$ cat src/rtl/supmon_pkg.sv
package supmon_pkg;

    localparam int CAUSE_W = 3;

    typedef enum logic [1:0] {
        CAUSE_PWR   = 2'd0,
        CAUSE_SW    = 2'd1,
        CAUSE_FLASH = 2'd2
    } cause_e;

    function automatic logic [CAUSE_W-1:0] cause_vec(input cause_e c);
        return CAUSE_W'(1) << c;
    endfunction

endpackage

$ cat src/rtl/supmon_cfg_regs.sv
module supmon_cfg_regs (
    input  logic clk,
    input  logic por_i,
    input  logic sleep_i,
    input  logic pf_set_i,
    input  logic en_wr_i,
    input  logic en_wdata_i,
    input  logic sel_wr_i,
    input  logic sel_wdata_i,
    output logic en_o,
    output logic sel_o
);

    typedef struct packed {
        logic usr_en;
        logic usr_sel;
        logic slp;
    } cfg_t;

    cfg_t cfg_d, cfg_q;

    always_comb begin
        cfg_d     = cfg_q;
        cfg_d.slp = sleep_i;
        if (pf_set_i) begin
            cfg_d.usr_en  = 1'b1;
            cfg_d.usr_sel = 1'b1;
        end else begin
            if (en_wr_i) begin
                cfg_d.usr_en = en_wdata_i;
            end
            if (sel_wr_i) begin
                // selection only takes when the monitor was already on
                cfg_d.usr_sel = sel_wdata_i & cfg_q.usr_en;
            end
        end
    end

    always_ff @(posedge clk) begin
        if (por_i) begin
            cfg_q <= '{usr_en: 1'b1, usr_sel: 1'b1, slp: 1'b0};
        end else begin
            cfg_q <= cfg_d;
        end
    end

    assign en_o  = cfg_q.usr_en  & ~cfg_q.slp;
    assign sel_o = cfg_q.usr_sel & ~cfg_q.slp;

    assert_sel_needs_en_R5: assert property (@(posedge clk) disable iff (por_i)
        (sel_wr_i && !cfg_q.usr_en && !pf_set_i) |=> !cfg_q.usr_sel);

    assert_sel_clear_R6: assert property (@(posedge clk) disable iff (por_i)
        (sel_wr_i && !sel_wdata_i && !pf_set_i) |=> !cfg_q.usr_sel);

    assert_cfg_hold_R3: assert property (@(posedge clk) disable iff (por_i)
        (!pf_set_i && !en_wr_i && !sel_wr_i) |=>
        ($stable(cfg_q.usr_en) && $stable(cfg_q.usr_sel)));

    assert_pf_restore_R2: assert property (@(posedge clk) disable iff (por_i)
        pf_set_i |=> (cfg_q.usr_en && cfg_q.usr_sel));

endmodule

$ cat src/rtl/supmon_warn.sv
module supmon_warn (
    input  logic clk,
    input  logic por_i,
    input  logic below_warn_i,
    input  logic irq_en_i,
    output logic vdd_ok_o,
    output logic irq_o
);

    typedef struct packed {
        logic ok;
        logic irq;
    } warn_t;

    warn_t warn_d, warn_q;

    always_comb begin
        warn_d     = warn_q;
        warn_d.ok  = ~below_warn_i;
        warn_d.irq = irq_en_i & warn_q.ok & below_warn_i;
    end

    always_ff @(posedge clk) begin
        if (por_i) begin
            warn_q <= '{ok: 1'b1, irq: 1'b0};
        end else begin
            warn_q <= warn_d;
        end
    end

    assign vdd_ok_o = warn_q.ok;
    assign irq_o    = warn_q.irq;

    assert_irq_single_R9: assert property (@(posedge clk) disable iff (por_i)
        irq_o |=> !irq_o);

    assert_irq_on_fall_R9: assert property (@(posedge clk) disable iff (por_i)
        irq_o |-> !vdd_ok_o);

    assert_irq_masked_R10: assert property (@(posedge clk) disable iff (por_i)
        !irq_en_i |=> !irq_o);

endmodule

$ cat src/rtl/supmon_rst_seq.sv
module supmon_rst_seq
    import supmon_pkg::*;
#(
    parameter int POR_DLY   = 8,
    parameter int PULSE_LEN = 3
) (
    input  logic               clk,
    input  logic               por_i,
    input  logic               pfr_i,
    input  logic               flash_err_i,
    input  logic               sw_req_i,
    output logic               sys_rst_o,
    output logic [CAUSE_W-1:0] cause_o
);

    localparam int MAX_CNT = (POR_DLY > PULSE_LEN) ? POR_DLY : PULSE_LEN;
    localparam int CNT_W   = $clog2(MAX_CNT + 1);
    localparam logic [CNT_W-1:0] POR_LOAD = CNT_W'(POR_DLY);
    localparam logic [CNT_W-1:0] PUL_LOAD = CNT_W'(PULSE_LEN);

    typedef struct packed {
        logic [CNT_W-1:0]   cnt;
        logic [CAUSE_W-1:0] cause;
        logic               rst;
    } seq_t;

    seq_t seq_d, seq_q;
    logic busy;

    assign busy = (seq_q.cnt != '0);

    always_comb begin
        seq_d = seq_q;
        if (pfr_i) begin
            seq_d.cause = cause_vec(CAUSE_PWR);
            seq_d.cnt   = (seq_q.cnt > PUL_LOAD) ? seq_q.cnt - 1'b1 : PUL_LOAD;
        end else if (busy) begin
            seq_d.cnt = seq_q.cnt - 1'b1;
        end else if (flash_err_i) begin
            seq_d.cause = cause_vec(CAUSE_FLASH);
            seq_d.cnt   = PUL_LOAD;
        end else if (sw_req_i) begin
            seq_d.cause = cause_vec(CAUSE_SW);
            seq_d.cnt   = PUL_LOAD;
        end
        seq_d.rst = (seq_d.cnt != '0);
    end

    always_ff @(posedge clk) begin
        if (por_i) begin
            seq_q <= '{cnt: POR_LOAD, cause: cause_vec(CAUSE_PWR), rst: 1'b1};
        end else begin
            seq_q <= seq_d;
        end
    end

    assign sys_rst_o = seq_q.rst;
    assign cause_o   = seq_q.cause;

    assert_cause_onehot_R11: assert property (@(posedge clk) disable iff (por_i)
        $onehot(cause_o));

    assert_busy_ignore_R11: assert property (@(posedge clk) disable iff (por_i)
        (busy && !pfr_i) |=> $stable(cause_o));

    assert_pf_reset_R2: assert property (@(posedge clk) disable iff (por_i)
        pfr_i |=> (sys_rst_o && cause_o == cause_vec(CAUSE_PWR)));

    assert_flash_reset_R4: assert property (@(posedge clk) disable iff (por_i)
        (!busy && !pfr_i && flash_err_i) |=>
        (sys_rst_o && cause_o == cause_vec(CAUSE_FLASH)));

    assert_release_count_R1: assert property (@(posedge clk) disable iff (por_i)
        $fell(sys_rst_o) |-> ($past(seq_q.cnt) == CNT_W'(1)));

endmodule

$ cat src/rtl/supmon_rst_ctrl.sv
module supmon_rst_ctrl
    import supmon_pkg::*;
#(
    parameter int POR_DLY   = 8,
    parameter int PULSE_LEN = 3
) (
    input  logic               clk,
    input  logic               por_i,
    input  logic               vdd_below_rst_i,
    input  logic               vdd_below_warn_i,
    input  logic               sw_rst_req_i,
    input  logic               sleep_i,
    input  logic               flash_strobe_i,
    input  logic               warn_ie_i,
    input  logic               mon_en_wr_i,
    input  logic               mon_en_wdata_i,
    input  logic               mon_sel_wr_i,
    input  logic               mon_sel_wdata_i,
    output logic               sys_rst_o,
    output logic [CAUSE_W-1:0] rst_cause_o,
    output logic               vdd_ok_o,
    output logic               warn_irq_o,
    output logic               mon_en_o,
    output logic               mon_sel_o
);

    logic pfr_evt;
    logic flash_err;

    assign pfr_evt   = mon_en_o & mon_sel_o & vdd_below_rst_i & ~sleep_i;
    assign flash_err = flash_strobe_i & ~mon_en_o;

    supmon_cfg_regs u_cfg (
        .clk         (clk),
        .por_i       (por_i),
        .sleep_i     (sleep_i),
        .pf_set_i    (pfr_evt),
        .en_wr_i     (mon_en_wr_i),
        .en_wdata_i  (mon_en_wdata_i),
        .sel_wr_i    (mon_sel_wr_i),
        .sel_wdata_i (mon_sel_wdata_i),
        .en_o        (mon_en_o),
        .sel_o       (mon_sel_o)
    );

    supmon_rst_seq #(
        .POR_DLY   (POR_DLY),
        .PULSE_LEN (PULSE_LEN)
    ) u_seq (
        .clk         (clk),
        .por_i       (por_i),
        .pfr_i       (pfr_evt),
        .flash_err_i (flash_err),
        .sw_req_i    (sw_rst_req_i),
        .sys_rst_o   (sys_rst_o),
        .cause_o     (rst_cause_o)
    );

    supmon_warn u_warn (
        .clk          (clk),
        .por_i        (por_i),
        .below_warn_i (vdd_below_warn_i),
        .irq_en_i     (warn_ie_i),
        .vdd_ok_o     (vdd_ok_o),
        .irq_o        (warn_irq_o)
    );

    assert_sleep_blocks_R7: assert property (@(posedge clk) disable iff (por_i)
        (sleep_i && !sys_rst_o && !sw_rst_req_i && !flash_strobe_i) |=> !sys_rst_o);

    assert_enabled_flash_ok_R4: assert property (@(posedge clk) disable iff (por_i)
        (!sys_rst_o && mon_en_o && flash_strobe_i && !sw_rst_req_i && !vdd_below_rst_i)
        |=> !sys_rst_o);

endmodule

$ cat config.mk
export PLATFORM = sky130hd
export DESIGN_NAME = supmon_rst_ctrl
export DESIGN_NICKNAME = d
export VERILOG_FILES = /design/src/rtl/supmon_pkg.sv /design/src/rtl/supmon_cfg_regs.sv /design/src/rtl/supmon_warn.sv /design/src/rtl/supmon_rst_seq.sv /design/src/rtl/supmon_rst_ctrl.sv
export SDC_FILE = /design/constraint.sdc
export NUM_CORES = 1
export LEC_CHECK = 0
export ABC_AREA = 0
export ABC_CLOCK_PERIOD_IN_PS = 1400
export BUFFER_PORTS_ARGS = -buffer_cell sky130_fd_sc_hd__buf_2
export CORE_UTILIZATION = 41
export CTS_CLUSTER_DIAMETER = 40
export DETAILED_ROUTE_END_ITERATION = 12
export PLACE_DENSITY_LB_ADDON = 0.15
export SLEW_MARGIN = 20
export SYNTH_ARGS = -nofsm -noshare
export SYNTH_HDL_FRONTEND = slang
export SYNTH_SLANG_ARGS = --single-unit
export TNS_END_PERCENT = 30
$ cat constraint.sdc
create_clock -name clk -period 1.4 [get_ports clk]
set_input_delay 0.14 -clock clk [delete_from_list [all_inputs] [get_ports clk]]
set_output_delay 0.14 -clock clk [all_outputs]
set_load 0.005 [all_outputs]
==> tab_implementation.tex <==
\begin{tabular}{lr}
\hline
Metric & Value \\
\hline
\multicolumn{2}{l}{\textbf{Routing}} \\
Total wire length & 1080 microns \\
Average detailed-routed wire length per instance & 11.1 microns \\
Drt drc & 0 \\
Vias per inst & 5.08 \\
Antenna Nets Post-Route & 0 \\
Detailed Route Iter0 Violations & 5 \\
Via count & 493 \\
First-pass iteration count of the detailed router & 2 \\
\multicolumn{2}{l}{\textbf{Logic synthesis}} \\
Largest area contributor in the netlist & dfxtp\_1 \\
Synth top area share & 47.0\% \\
Main combinational cell family by area after synthesis & simple AND/OR/NAND/NOR gates \\
Multiplexer area fraction after synthesis & 3.61\% \\
Compound-Gate Fraction of Synth Area & 14.9\% \\
Distinct cell type count after synthesis & 24 \\
Flip-flop and latch count after synthesis & 13 \\
Post-synthesis cell count & 60 \\
Adder-Cell Fraction of Synth Area & 2.26\% \\
Synth Area in Simple Gates & 26.2\% \\
Share of the yosys chip area belonging to registers & 47.0\% \\
Synthesized-area fraction occupied by xor and xnor cells & 0\% \\
Post-Syn Nets & 73 \\
Netlist area before placement & 554 sq um \\
Most area-consuming cells after synthesis & dfxtp\_1 47\%, nand2\_1 5.4\%, o41ai\_1 4.7\%, buf\_4 4.1\%, nor2\_1 4.1\% \\
Average cell area after synthesis & 9.24 sq um \\
Ys Warns & 0 \\
\multicolumn{2}{l}{\textbf{Critical path}} \\
Register-to-register setup slack & -0.09 ns \\
Critical Path Start Type & flip-flop \\
Required time of the worst setup path & 1.56 ns \\
Critical R2R Launch & u\_seq.seq\_q[5] \\
Worst path cell trace & inv\_1, ha\_1, or3b\_4, o41ai\_2, nand4b\_1 \\
Stage delay of the slowest cell on the critical path & 0.43 ns \\
Startpoint-to-endpoint class of the critical path & reg2reg \\
RR Endpoint & u\_seq.sys\_rst\_o \\
Largest driver fanout on the critical path & 4 \\
Number of cells on the worst reg-to-reg path & 5 \\
Cell at the slowest stage of the critical path & or3b\_4 \\
Crit path arrival time & 1.65 ns \\
Kind of capture point of the worst setup path & flip-flop \\
\multicolumn{2}{l}{\textbf{Global route}} \\
Final global-route overflow total & 0 \\
Wire length of the first global-routing pass & 1630 microns \\
Largest net degree at the start of global routing & 9 \\
Initial antenna violation count & 0 \\
Total Routing Usage GR & 17.1\% \\
Via count of the first global-routing pass & 378 \\
\multicolumn{2}{l}{\textbf{Clock network}} \\
TritonCTS Buffers & 3 \\
Clock tree sinks & 13 \\
Clock-pin slew on the worst setup and hold paths & 0.08 ns \\
H-tree lvl count & 1 \\
Number of buffers between clock root and the deepest sink & 2 \\
Source-to-sink clock delay at the later pin of the worst-skew pair & 0.28 ns \\
TritonCTS clock tree & done \\
Cell at the root of the clock tree & clkbuf\_4 \\
\multicolumn{2}{l}{\textbf{Pwr}} \\
IR drop worst, VDD & 713 uV \\
Static leakage & 0.333 nW \\
Power per unit of standard cell area & 1360 nW/um\^{}2 \\
Post-layout power & 0.997 mW \\
\multicolumn{2}{l}{\textbf{Placed design}} \\
Port Buffer Count & 19 \\
Placed instance area & 684 sq um \\
Cell Count Post-Placement & 93 \\
Detailed placement HPWL & 810 microns \\
Place WS & -0.0805 ns \\
Final weighted congestion of routability-driven global placement & 0.804 \\
\multicolumn{2}{l}{\textbf{Status}} \\
Violations in the final reports & setup timing \\
Result of the run & finished with violations \\
\multicolumn{2}{l}{\textbf{Floorplan}} \\
Die Y-Extent & 38.8 microns \\
I/O Pins & 20 \\
Placeable core area & 1190 sq um \\
Initial cell density of the core & 46.7\% \\
Number of placement rows & 12 \\
Area enclosed by the die boundary & 1500 sq um \\
Die X-Extent & 38.8 microns \\
\multicolumn{2}{l}{\textbf{STA}} \\
Final Hold Fails & 0 \\
Unrepaired setup endpoints after global routing & yes \\
Relative slew margins & 74.9\% \\
Maximum clock frequency & 670 MHz \\
Minimum clock period after layout & 1.49 ns \\
Setup ws final & -0.0915 ns \\
Final Skew & 0.00248 ns \\
Final critical-path share of the clock period & 107\% \\
Count of final max-slew check failures & 0 \\
Pin slew with the least headroom to its limit & 0.372 ns \\
Count of final setup violators & 3 \\
\multicolumn{2}{l}{\textbf{Layout}} \\
Number of cells in the finished layout apart from fillers & 97 \\
Final Cell Area & 732 sq um \\
Count of nets after finishing & 97 \\
Inserted Diodes & 0 \\
Fraction of final layout cells with drive strength greater than 1 & 37.3\% \\
Area growth syn-to-layout & 32.1\% \\
Number of filler cells placed in the layout & 91 \\
\multicolumn{2}{l}{\textbf{Worst hold path}} \\
Tightest Hold Check Type & in2reg \\
Worst Hold Path EP & u\_warn.vdd\_ok\_o \\
Startpoint of the worst hold path & vdd\_below\_warn\_i \\
Worst Hold Path Cells & 2 \\
\multicolumn{2}{l}{\textbf{Run}} \\
Count of max-cap constraint violations & 0 \\
\hline
\end{tabular}
[power by group]
part | switching, mW | internal, mW
Sequential | 0.0389 | 0.417
Combinational | 0.142 | 0.164
Clock | 0.125 | 0.111
[timing repair]
action / in CTS / in global routing
hold buffers: 0 / 0
gates resized for setup: 3 / 1
setup buffers: 0 / 0
cloned: 0 / 0
endpoints found under the setup margin: 3 / 5
[how the worst max path moves through the flow]
stage                         from         endpoint  cells after the start
global placement    u_seq.seq_q[5]  u_seq.sys_rst_o                      5
detailed placement  u_seq.seq_q[5]  u_seq.sys_rst_o                      5
floorplan           u_seq.seq_q[4]  u_seq.sys_rst_o                      5
finish              u_seq.seq_q[5]  u_seq.sys_rst_o                      5
global route        u_seq.seq_q[5]  u_seq.sys_rst_o                      5
CTS                 u_seq.seq_q[5]  u_seq.sys_rst_o                      5
[registers in the layout, summed over array words and instances (netlist names)]
register and count:
u_seq.seq_q 4, u_warn.irq_o 1, u_seq.sys_rst_o 1, u_seq.cause_o 3, u_warn.vdd_ok_o 1, u_cfg.cfg_q 3
[cell usage in the layout, fill, tap and decap left out, drive strengths merged]
master / count
inv: 3
a21oi: 2
or3b: 1
a211o: 1
nor2: 6
nand2: 8
o311ai: 2
or2: 1
a21boi: 1
nand3: 1
or3: 1
and3b: 1
nor3b: 1
o41ai: 3
ha: 1
nand4b: 2
buf: 22
nor2b: 2
and2b: 1
clkbuf: 4
a21o: 1
mux2i: 2
nand2b: 2
o21ai: 1
dfxtp: 13
[logic make-up (layout without fill, tap and decap cells)]
kind of cell / Yosys count / after routing
muxes: 2 / 2
DFF: 13 / 13
and+or+nand+nor: 27 / 27
buffers and inverters: 6 / 29
AOI/OAI and AO/OA: 11 / 11
adders and majority gates: 1 / 1
[per-stage QoR]
step	TNS, ns	hold WS (ns)	util (%)
after floorplan	-0.0384	0.212	-
after global routing	-0.432	0.0463	61.7
final	-0.146	0.0404	61.7
after CTS	-0.177	0.0352	61.1
after detailed placement	-0.115	0.334	57.7
after global placement	-0.0290	0.337	57.7
[critical path: cells and delay by family, from the launching register on]
| family | cells | cell delay, ns |
|---|---|---|
| and+or+nand+nor | 2 | 0.56 |
| DFF | 1 | 0.33 |
| buffers and inverters | 1 | 0.05 |
| AOI/OAI and AO/OA | 1 | 0.27 |
| adders and majority gates | 1 | 0.16 |
[final cells by class]
| cell class | instances | area [sq um] | area share [%] |
|---|---|---|---|
| timing repair buffer | 22 | 118 | 16.1 |
| tap | 14 | 17.5 | 2.39 |
| clock buffer | 4 | 26.3 | 3.59 |
| sequential | 13 | 260 | 35.6 |
| inverter | 3 | 11.3 | 1.54 |
| multi-input combinational | 41 | 299 | 40.9 |
[per-layer routing]
layer  global-route usage, %  vias to the layer above  routed length, microns
met5                       0                        -                       0
met4                    15.5                        0                      34
met3                    5.20                        5                      39
met2                    19.2                       13                     417
met1                    24.6                      219                     587
li1                        -                      256                       -
[cells in the mapped netlist]
library cell  number
ha_1               1
inv_1              3
nor2b_1            2
nor3b_1            1
buf_4              3
a211o_1            1
or3b_1             1
a21boi_0           1
nand4b_1           2
and2b_1            1
nor2_1             6
nand2b_1           2
or3_1              1
dfxtp_1           13
nand2_1            8
a21oi_1            2
o41ai_1            3
a21o_1             1
and3b_1            1
mux2i_1            2
nand3_1            1
or2_2              1
o311ai_0           2
o21ai_0            1
Note: power is estimated with default switching activity, not from simulation.
